### src/rtl/wdc_pkg.sv
package wdc_pkg;

  typedef enum logic [1:0] {
    ST_READ     = 2'd0,
    ST_TO_WRITE = 2'd1,
    ST_WRITE    = 2'd2,
    ST_TO_READ  = 2'd3
  } wdc_state_e;

  localparam logic [1:0] MODE_READ  = 2'b00;
  localparam logic [1:0] MODE_WRITE = 2'b01;
  localparam logic [1:0] MODE_TURN  = 2'b10;

  typedef struct packed {
    logic push;
    logic pop;
  } wdc_strobe_t;

endpackage

### src/rtl/wdc_datapath.sv
module wdc_datapath
  import wdc_pkg::*;
#(
  parameter int ENTRY_W = 32,
  parameter int DEPTH   = 8,
  localparam int CNT_W  = $clog2(DEPTH + 1),
  localparam int PTR_W  = (DEPTH > 1) ? $clog2(DEPTH) : 1
) (
  input  logic               clk,
  input  logic               rstN,
  input  wdc_strobe_t        strobe,
  input  logic [ENTRY_W-1:0] wrData,
  output logic [ENTRY_W-1:0] rdData,
  output logic [CNT_W-1:0]   count,
  output logic               full
);

  logic [ENTRY_W-1:0] store [DEPTH];
  logic [PTR_W-1:0]   wrPtr;
  logic [PTR_W-1:0]   rdPtr;
  logic [PTR_W-1:0]   wrPtrNext;
  logic [PTR_W-1:0]   rdPtrNext;

  localparam logic [PTR_W-1:0] LAST_IDX = PTR_W'(DEPTH - 1);

  // Pointer advance: power-of-two depths wrap naturally, others compare.
  generate
    if ((DEPTH & (DEPTH - 1)) == 0) begin : g_pow2
      assign wrPtrNext = wrPtr + PTR_W'(1);
      assign rdPtrNext = rdPtr + PTR_W'(1);
    end else begin : g_generic
      assign wrPtrNext = (wrPtr == LAST_IDX) ? '0 : wrPtr + PTR_W'(1);
      assign rdPtrNext = (rdPtr == LAST_IDX) ? '0 : rdPtr + PTR_W'(1);
    end
  endgenerate

  always_ff @(posedge clk) begin
    if (strobe.push) store[wrPtr] <= wrData;
  end

  always_ff @(posedge clk or negedge rstN) begin
    if (!rstN) begin
      wrPtr <= '0;
      rdPtr <= '0;
      count <= '0;
    end else begin
      if (strobe.push) wrPtr <= wrPtrNext;
      if (strobe.pop)  rdPtr <= rdPtrNext;
      unique case ({strobe.push, strobe.pop})
        2'b10:   count <= count + CNT_W'(1);
        2'b01:   count <= count - CNT_W'(1);
        default: count <= count;
      endcase
    end
  end

  assign rdData = store[rdPtr];
  assign full   = (count == CNT_W'(DEPTH));

endmodule

### src/rtl/wdc_control.sv
module wdc_control
  import wdc_pkg::*;
#(
  parameter int DEPTH  = 8,
  parameter int TURN_W = 4,
  localparam int CNT_W = $clog2(DEPTH + 1)
) (
  input  logic              clk,
  input  logic              rstN,
  input  logic [CNT_W-1:0]  highMark,
  input  logic [CNT_W-1:0]  lowMark,
  input  logic [TURN_W-1:0] turnCycles,
  input  logic [CNT_W-1:0]  count,
  input  logic              full,
  input  logic              enqValid,
  input  logic              rdPending,
  input  logic              deqReady,
  output logic              enqReady,
  output logic              deqValid,
  output logic [1:0]        busMode,
  output wdc_strobe_t       strobe
);

  wdc_state_e        state;
  wdc_state_e        stateNext;
  logic [TURN_W-1:0] turnCnt;
  logic              loadTurn;
  logic              drainTrig;
  logic              exitNow;
  logic              noGap;

  assign noGap     = (turnCycles == '0);
  assign drainTrig = (count >= highMark) || ((count != '0) && !rdPending);
  assign exitNow   = (count == '0) || (rdPending && (count <= lowMark));

  always_comb begin
    stateNext = state;
    loadTurn  = 1'b0;
    unique case (state)
      ST_READ: begin
        if (drainTrig) begin
          if (noGap) stateNext = ST_WRITE;
          else begin
            stateNext = ST_TO_WRITE;
            loadTurn  = 1'b1;
          end
        end
      end
      ST_TO_WRITE: begin
        if (turnCnt == '0) stateNext = ST_WRITE;
      end
      ST_WRITE: begin
        if (exitNow) begin
          if (noGap) stateNext = ST_READ;
          else begin
            stateNext = ST_TO_READ;
            loadTurn  = 1'b1;
          end
        end
      end
      ST_TO_READ: begin
        if (turnCnt == '0) stateNext = ST_READ;
      end
      default: stateNext = ST_READ;
    endcase
  end

  always_ff @(posedge clk or negedge rstN) begin
    if (!rstN) begin
      state   <= ST_READ;
      turnCnt <= '0;
    end else begin
      state <= stateNext;
      if (loadTurn)
        turnCnt <= turnCycles - TURN_W'(1);
      else if (turnCnt != '0)
        turnCnt <= turnCnt - TURN_W'(1);
    end
  end

  always_comb begin
    unique case (state)
      ST_READ:  busMode = MODE_READ;
      ST_WRITE: busMode = MODE_WRITE;
      default:  busMode = MODE_TURN;
    endcase
  end

  assign enqReady    = !full;
  assign deqValid    = (state == ST_WRITE) && !exitNow;
  assign strobe.push = enqValid && !full;
  assign strobe.pop  = deqValid && deqReady;

endmodule

### src/rtl/wbuf_drain_ctrl.sv
module wbuf_drain_ctrl
  import wdc_pkg::*;
#(
  parameter int ENTRY_W = 32,
  parameter int DEPTH   = 8,
  parameter int TURN_W  = 4,
  localparam int CNT_W  = $clog2(DEPTH + 1)
) (
  input  logic               clk,
  input  logic               rstN,
  input  logic [CNT_W-1:0]   highMark,
  input  logic [CNT_W-1:0]   lowMark,
  input  logic [TURN_W-1:0]  turnCycles,
  input  logic               enqValid,
  input  logic [ENTRY_W-1:0] enqData,
  output logic               enqReady,
  input  logic               rdPending,
  output logic               deqValid,
  output logic [ENTRY_W-1:0] deqData,
  input  logic               deqReady,
  output logic [1:0]         busMode,
  output logic [CNT_W-1:0]   fillLevel
);

  wdc_strobe_t strobe;
  logic        full;

  wdc_control #(
    .DEPTH (DEPTH),
    .TURN_W(TURN_W)
  ) u_control (
    .clk       (clk),
    .rstN      (rstN),
    .highMark  (highMark),
    .lowMark   (lowMark),
    .turnCycles(turnCycles),
    .count     (fillLevel),
    .full      (full),
    .enqValid  (enqValid),
    .rdPending (rdPending),
    .deqReady  (deqReady),
    .enqReady  (enqReady),
    .deqValid  (deqValid),
    .busMode   (busMode),
    .strobe    (strobe)
  );

  wdc_datapath #(
    .ENTRY_W(ENTRY_W),
    .DEPTH  (DEPTH)
  ) u_datapath (
    .clk   (clk),
    .rstN  (rstN),
    .strobe(strobe),
    .wrData(enqData),
    .rdData(deqData),
    .count (fillLevel),
    .full  (full)
  );

endmodule

### config.mk
export PLATFORM = sky130hd
export DESIGN_NAME = wbuf_drain_ctrl
export DESIGN_NICKNAME = d
export VERILOG_FILES = /design/src/rtl/wdc_pkg.sv /design/src/rtl/wdc_datapath.sv /design/src/rtl/wdc_control.sv /design/src/rtl/wbuf_drain_ctrl.sv
export SDC_FILE = /design/constraint.sdc
export NUM_CORES = 1
export LEC_CHECK = 0
export ABC_AREA = 1
export ABC_CLOCK_PERIOD_IN_PS = 8350
export BUFFER_PORTS_ARGS = -buffer_cell sky130_fd_sc_hd__buf_2
export CORE_MARGIN = 2
export CORE_UTILIZATION = 45
export CTS_BUF_LIST = sky130_fd_sc_hd__clkbuf_2
export DETAILED_ROUTE_END_ITERATION = 12
export PLACE_DENSITY = 0.69
export SLEW_MARGIN = 40
export SYNTH_ARGS = -nofsm -noshare
export SYNTH_HDL_FRONTEND = slang
export SYNTH_HIERARCHICAL = 1
export SYNTH_SLANG_ARGS = --single-unit
### constraint.sdc
create_clock -name clk -period 8.35 [get_ports clk]
set_input_delay 0.835 -clock clk [delete_from_list [all_inputs] [get_ports clk]]
set_output_delay 0.835 -clock clk [all_outputs]
set_load 0.01 [all_outputs]
# After elaboration in Yosys (flattened, before gate mapping)
# Memories as Yosys holds them, arrays and structs flattened.
# Index checks and enable logic that the tools add are counted.
# op_classes
add_sub_neg	6
mul	0
n_shift	0
div_mod_pow	0
mux	17
magnitude_cmp	2
n_reduce_logical	19
n_bitwise	0
eq_ne	10
# op_table
op	n
$logic_not 4->1	3
$mux 2	6
$sub 4x1->4 const B	3
$mux 4	2
$ne 2x1->1 const B	4
$pmux 2 s4	1
$pmux 4 s2	1
$reduce_bool 4->1	2
$add 3x1->3 const B	2
$eq 2x2->1 const B	3
$logic_and 1x1->1	5
$mux 1	5
$add 4x1->4 const B	1
$eq 2x1->1 const B	2
$eq 4x4->1 const B	1
$ge 4x4->1	1
$le 4x4->1	1
$pmux 2 s2	1
$reduce_and 4->1	1
$reduce_bool 2->1	2
$logic_not 1->1	3
$logic_not 2->1	1
$logic_or 1x1->1	2
$pmux 1 s2	1
# word_totals
register_bits	16
out_inout_bits	40
elab_cells	60
ram_bits	256
memories	1
mem_bits_ro	0
inputBits	49
latchBits	0
# mem_list
memory	words	word_bits	rd	rd_ports_with_merged_regs	wr	line	text
u_datapath.store	8	32	1	0	1	wdc_datapath.sv:18	logic [ENTRY_W-1:0] store [DEPTH];

# Logic depth before layout (Yosys ltp)
# Gate-level depths: netlist of run 1.
# depth
ltp_word	8
mapped_depth	20
ltp_nobuf	20

# Modules after synthesis
# The synthesis of run 1 kept the hierarchy.
# modules_own_cells
mod	area_each_um2	seq_area_each_um2	cells_per_inst	n_inst
wdc_datapath	10593.9	7937.6	800	1
wdc_control	750.7	150.1	107	1

# Worst setup path before layout of run 1
# No wires, ideal clock.
# synth_path
kind	input -> register
startpoint	input port enqValid
endpoint	memory u_datapath.store[0][0], enable pin
n_path_buf	0
path_stages	5
t_required_ns	7.929
slack_ns	5.140
setup_ns	0.421
t_arrival_ns	2.788
cell_sequence	inv_1 nor2_1 inv_1 or2_1 nor2_1
# synth_rtl
element	line	text
start, declared	wbuf_drain_ctrl.sv:14	input logic enqValid,
end, declared	wdc_datapath.sv:18	

# Final worst setup path of run 1
# layout_path
startpoint	register u_datapath.rdPtr[0]
endpoint	output port deqData[30]
# layout_between
elab_chain_cells	1
# layout_lines
element	line	text
start, declared	wdc_datapath.sv:20	logic [PTR_W-1:0] rdPtr;
start signal, assigned	wdc_datapath.sv:48	if (strobe.pop) rdPtr <= rdPtrNext;
$mem_v2 8x32	-	
end, declared	wbuf_drain_ctrl.sv:19	output logic [ENTRY_W-1:0] deqData,
# Every way passes these cells.

==> results of run 1 <==
logic make-up after synthesis:
kind of cell / after synthesis / share of synthesized area, %
AND/OR/NAND/NOR: 316 / 11.5
flip-flops: 272 / 71.3
AO/OA/AOI/OAI: 206 / 10.9
buffers and inverters: 94 / 4.38
adder cells (fa/ha/maj): 14 / 1.54
XOR/XNOR: 5 / 0.386
cell usage after synthesis, drive strengths merged:
cell and n:
o22ai 64, o21ai 134, nand4 5, inv 44, or2 2, clkbuf 15, nand3b 2, dfrtp 16
nand3 9, ha 14, xor2 3, a21oi 6, nor3 1, xnor2 2, a31oi 2, edfxtp 256
buf 34, nand2 149, dlygate4sd3 1, nor4 2, nor2 146
flip-flops by register name (all words and copies together) (netlist names):
register,count
u_datapath/wrPtr,3
u_control/state,2
u_datapath/count,4
u_datapath/rdPtr,3
u_datapath/store,256
u_control/turnCnt,4
stage by stage:
step	hold slack (ns)	total power, mW	worst slack (ns)	utilization, %	cell area, µm²
detailed placement	0.473	3.55	4.90	48.4	12100
finish	0.305	4.37	4.08	50.9	12700
floorplan	0.442	3.05	5.14	-	11300
global placement	0.453	3.50	4.95	48.2	12000
global route	0.242	4.70	3.75	50.9	12700
CTS	0.216	4.41	4.04	50.9	12700
per-layer routing:
layer / wire length (µm) / track usage (%)
met1: 10600 / 24.5
met2: 11400 / 29.8
met3: 1360 / 3.95
met4: 484 / 8.29
met5: 0 / 0
where the power goes:
group	leakage (nW)	internal (mW)	total (mW)	switching, mW
Sequential	2.52	1.71	1.80	0.0952
Clock	0.453	0.359	0.858	0.499
Combinational	1.81	0.561	1.71	1.14
layout make-up:
cell class              instances  area share [%]
well taps                     330            3.25
flip-flops and latches        272            63.7
clock inverters                21            1.06
multi-input cells             541            22.2
inverters                      44            1.32
clock buffers                  92            3.62
diodes                          3          0.0591
repair buffers                104            4.78
path summary, 6_finish.rpt:
| check | end | startpoint | slack [ns] |
|---|---|---|---|
| hold / removal | u_datapath/store[6][13] | enqData[13] | 0.31 |
| setup / recovery | deqData[30] | u_datapath/rdPtr[0] | 4.08 |
| setup reg to reg | u_datapath/store[4][5] | u_datapath/count[2] | 5.46 |
| max in group asynchronous | u_datapath/rdPtr[0] | rstN | 7.54 |
| hold reg to reg | u_control/state[1] | u_control/state[1] | 0.50 |
| min in group asynchronous | u_control/state[1] | rstN | 0.49 |
==> out/results.txt, run 1 <==
# DRC: 0
synthesized area: 0.0113 mm²
Fin Setup TNS: 0 ns
CP most frequent cell: nand2_1
Clock Path Buffers: 3
row count: 58
clock root cell: clkbuf_2
Worst setup EP type: output pin
multi-input logic area: 0.00282 mm²
Ports: 89
CP bufs+invs: 3
hold depth: 1
first-pass GRT wire length: 38.2 mm
syn_area_per_cell: 12.5 µm²
drt first-iter violations: 580
Fin. Hold Viols: 0
Worst EP required: 7.52 ns
CP Depth: 7
crit path max fanout: 67
Yosys top cell area share: 67.8%
Clock Pin Slew Worst Setup and Hold Paths: 0.10 ns
Gate Count Post-Synth: 907
Max VDD drop: 0.171 mV
CTS sink cnt: 272
Vias/cell: 5.20
most frequent cells in the layout: edfxtp_1, nand2_1, nor2_1, clkbuf_2, buf_2
largest net degree at the start of global routing: 105
setup bufs post-CTS: 0
leading cell type in the layout, fill and taps excluded: edfxtp_1
Fillers: 2201
core area: 0.0250 mm²
Tmin final: 4.27 ns
power density over the cells: 344 mW/mm²
die area: 0.0265 mm²
fin. max-slew vios: 0
setup violators final: 0
Slew @ Worst Pin: 0.817 ns
Yosys Warn Count: 6
slowest stage delay, CP: 0.76 ns
CTS tree: built
nets@finish: 1095
TritonCTS Buffers: 69
Crit Path Class: flop to output pin
vias in the first global route: 7388
Syn-to-layout area delta: 12.0%
library cells used by synthesis: 37
Final ANT Viol Nets: 0
Port-buffer cells: 88
H-tree depth: 3
reg2reg path depth: 8
Routability Congestion: 0.773
Peak Freq: 234 MHz
die width: 163 µm
Max-slew headroom: 45.6%
Synth area leaders: edfxtp_1, nand2_1, nor2_1
DR WL/cell: 16.9 µm
initial antenna violation count: 3
RSZ-0062 raised after global routing: false
Die Y: 163 µm
WL final: 23.8 mm
Worst Clk Skew: 0.0379 ns
Overflow after GRT: 0
hold crit path type: input pin to flop
post-DP HPWL: 12.8 mm
max-cap check violation count: 0
Initial DRT Pass Iterations: 5
crit path DAT: 3.43 ns
Mapped Nets: 970
CP Cell Sequence: inv_4, buf_4, nor2_1, o22ai_1, nand2_1, nand2_1, buf_2
status: finished clean
cell taking the most area after synthesis: edfxtp_1
CP top delay family: buffers and inverters
Seq/Total Area, Yosys: 71.3%
global-route usage over all layers: 18.6%
flops & latches, synth: 272
clock latency on the worst-skew pair: 0.78 ns
startpoint class of the critical path: flop
Tcrit/Tclk final: 51.1%
Vias: 7322
CTS hold repair buffers: 1
Post-CTS Resized: 0
Leak: 4.78 nW
initial core utilization: 45.4%
register area: 0.00809 mm²
DP Cell Count: 1290
layout cell share with drive strength beyond 1: 24.5%
fin cells: 1407
crit path max-delay cell type: buf_4
(Power assumes the default switching activity.)
==> run 2, diff against run 1 <==
--- a/config.mk
+++ b/config.mk
@@ -6,13 +6,13 @@
 export NUM_CORES = 1
 export LEC_CHECK = 0
 export ABC_AREA = 1
-export ABC_CLOCK_PERIOD_IN_PS = 8350
+export ABC_CLOCK_PERIOD_IN_PS = 3900
 export BUFFER_PORTS_ARGS = -buffer_cell sky130_fd_sc_hd__buf_2
 export CORE_MARGIN = 2
 export CORE_UTILIZATION = 45
 export CTS_BUF_LIST = sky130_fd_sc_hd__clkbuf_2
 export DETAILED_ROUTE_END_ITERATION = 12
-export PLACE_DENSITY = 0.69
+export PLACE_DENSITY = 0.71
 export SLEW_MARGIN = 40
 export SYNTH_ARGS = -nofsm -noshare
 export SYNTH_HDL_FRONTEND = slang
==> constraint.sdc (replaced) <==
create_clock -name clk -period 3.9 [get_ports clk]
set_input_delay 0.39 -clock clk [delete_from_list [all_inputs] [get_ports clk]]
set_output_delay 0.39 -clock clk [all_outputs]
set_load 0.01 [all_outputs]
==> run 2 against run 1 <==
  * Final cell count grew 2.6%
  * Sequential power grew 120%
  * Combinational power rose by 120%
  * Design area grew 3.3%
  * Clock power up 110%
  * Global-route usage increased by 0.86 points
  * Count of clock-buffer cells in the layout unchanged
  * Hold slack got worse by 0.20 ns
  * Largest cell class unchanged
  * Highest routed layer unchanged
==> out/results.txt, run 2 (synthesized netlist as in run 1, its figures left out) <==
CP Cell Sequence: buf_4, o21ai_0, o22ai_1, nand2_1, nand2_1, buf_2
Max-slew headroom: 51.1%
Routability Congestion: 0.785
Area after DPL: 0.0121 mm²
Initial DRT Pass Iterations: 5
Seq pwr share: 41.3%
leading cell type in the layout, fill and taps excluded: edfxtp_1
TritonCTS Buffers: 70
most frequent cells in the layout: edfxtp_1, nand2_1, nor2_1, clkbuf_2, buf_2
drt first-iter violations: 638
die area: 0.0265 mm²
CTS sink cnt: 272
Max VDD drop: 0.398 mV
post-DP HPWL: 13.8 mm
reg2reg path depth: 16
global-route usage over all layers: 19.4%
clock root cell: clkbuf_2
Crit Path Class: flop to output pin
Vias/cell: 5.24
H-tree depth: 3
initial antenna violation count: 1
Net Sw Frac: 40.1%
crit path DAT: 3.21 ns
Clk pwr share: 19.4%
critical path launch point: u_datapath/rdPtr[0]
hold crit path type: input pin to flop
Pint: 5.67 mW
Tcrit/Tclk final: 92.3%
total power: 9.47 mW
Vias: 7562
CTS hold repair buffers: 43
most flop-heavy register: u_datapath/store
first-pass GRT wire length: 39.7 mm
Slew @ Worst Pin: 0.731 ns
Fin Setup TNS: 0 ns
top flop regs: u_datapath/store x256, u_control/turnCnt x4, u_datapath/count x4
Clock Pin Slew Worst Setup and Hold Paths: 0.11 ns
worst hold start: rdPending
Peak Freq: 278 MHz
RSZ-0062 raised after global routing: false
row count: 58
Net Sw Power: 3.80 mW
WL final: 25.3 mm
max reg flops: 256
Comb pwr share: 39.3%
CP top delay family: flip-flops
vias in the first global route: 7562
startpoint class of the critical path: flop
Die Y: 163 µm
hold depth: 5
die width: 163 µm
Worst setup EP type: output pin
setup bufs post-CTS: 0
Worst EP required: 3.51 ns
slowest stage delay, CP: 0.87 ns
CTS tree: built
status: finished clean
DR WL/cell: 17.5 µm
Worst R2R Start: u_datapath/count[1]
final cell area excluding filler cells: 0.0131 mm²
initial core utilization: 45.4%
Worst Clk Skew: 0.0884 ns
layout cell share with drive strength beyond 1: 23.9%
Fin. Hold Viols: 0
core area: 0.0250 mm²
CP most frequent cell: nand2_1
FF-to-FF setup slack: 1.06 ns
Overflow after GRT: 0
Port-buffer cells: 88
CP bufs+invs: 2
largest net degree at the start of global routing: 72
crit path max-delay cell type: dfrtp_4
setup violators final: 0
fin. max-slew vios: 0
# DRC: 0
Post-CTS Resized: 0
Ports: 89
max-cap check violation count: 0
Leak: 4.96 nW
CP Depth: 6
Tmin final: 3.60 ns
Syn-to-layout area delta: 15.7%
Final ANT Viol Nets: 0
nets@finish: 1141
final core occ: 52.6%
clock latency on the worst-skew pair: 0.82 ns
hold slack: 0.103 ns
crit path max fanout: 71
Clock Path Buffers: 3
power density over the cells: 721 mW/mm²
run 2: cell count changes in the layout (fill, tap and decap cells not counted), sizes merged:
cell	delta
dlygate4sd3	+42
clkinv	-7
buf	+3
diode	-2
clkinvlp	+1
run 2: power groups by stage:
stage	registers (mW)	logic, mW	clock network (mW)
floorplan	3.87	2.65	0
global placement	3.97	3.61	0
detailed placement	3.98	3.69	0
CTS	3.91	3.74	1.90
global route	3.96	4.14	2.04
finish	3.91	3.72	1.84
run 2: path summary, 6_finish.rpt:
check,to
setup / recovery,deqData[9]
hold / removal,u_control/turnCnt[0]
setup reg to reg,u_datapath/count[2]
hold reg to reg,u_control/state[1]
max in group asynchronous,u_datapath/rdPtr[0]
min in group asynchronous,u_datapath/count[2]
run 2: layout make-up:
class                           instances  area (µm²)
Clock buffer                           92         460
Inverter                               44         168
Timing Repair Buffer                  149        1050
Fill cell                            2151       11800
Antenna cell                            1        2.50
Sequential cell                       272        8090
Clock inverter                         15         119
Tap cell                              330         413
Multi-Input combinational cell        541        2820
run 2: per-layer routing:
layer / GRT usage (%) / wire (µm) / up-vias
li1: - / - / 3613
met1: 25.7 / 11000 / 3637
met2: 31.8 / 12400 / 270
met3: 3.92 / 1440 / 42
met4: 7.40 / 491 / 0
met5: 0 / 0 / -
run 2: stage by stage:
stage | cells | worst slack, ns
2_1_floorplan | 907 | 0.844
3_3_place_gp | 1292 | 1.18
3_5_place_dp | 1293 | 1.12
4_1_cts | 1443 | 0.248
5_1_grt | 1444 | 0.0523
6_report | 1444 | 0.298
run 2: tightest hold or removal path, delay by kind of cell:
kind            cells  cell delay (ns)
compound gates      1             0.08
simple gates        3             0.30
buf+inv             1             0.11
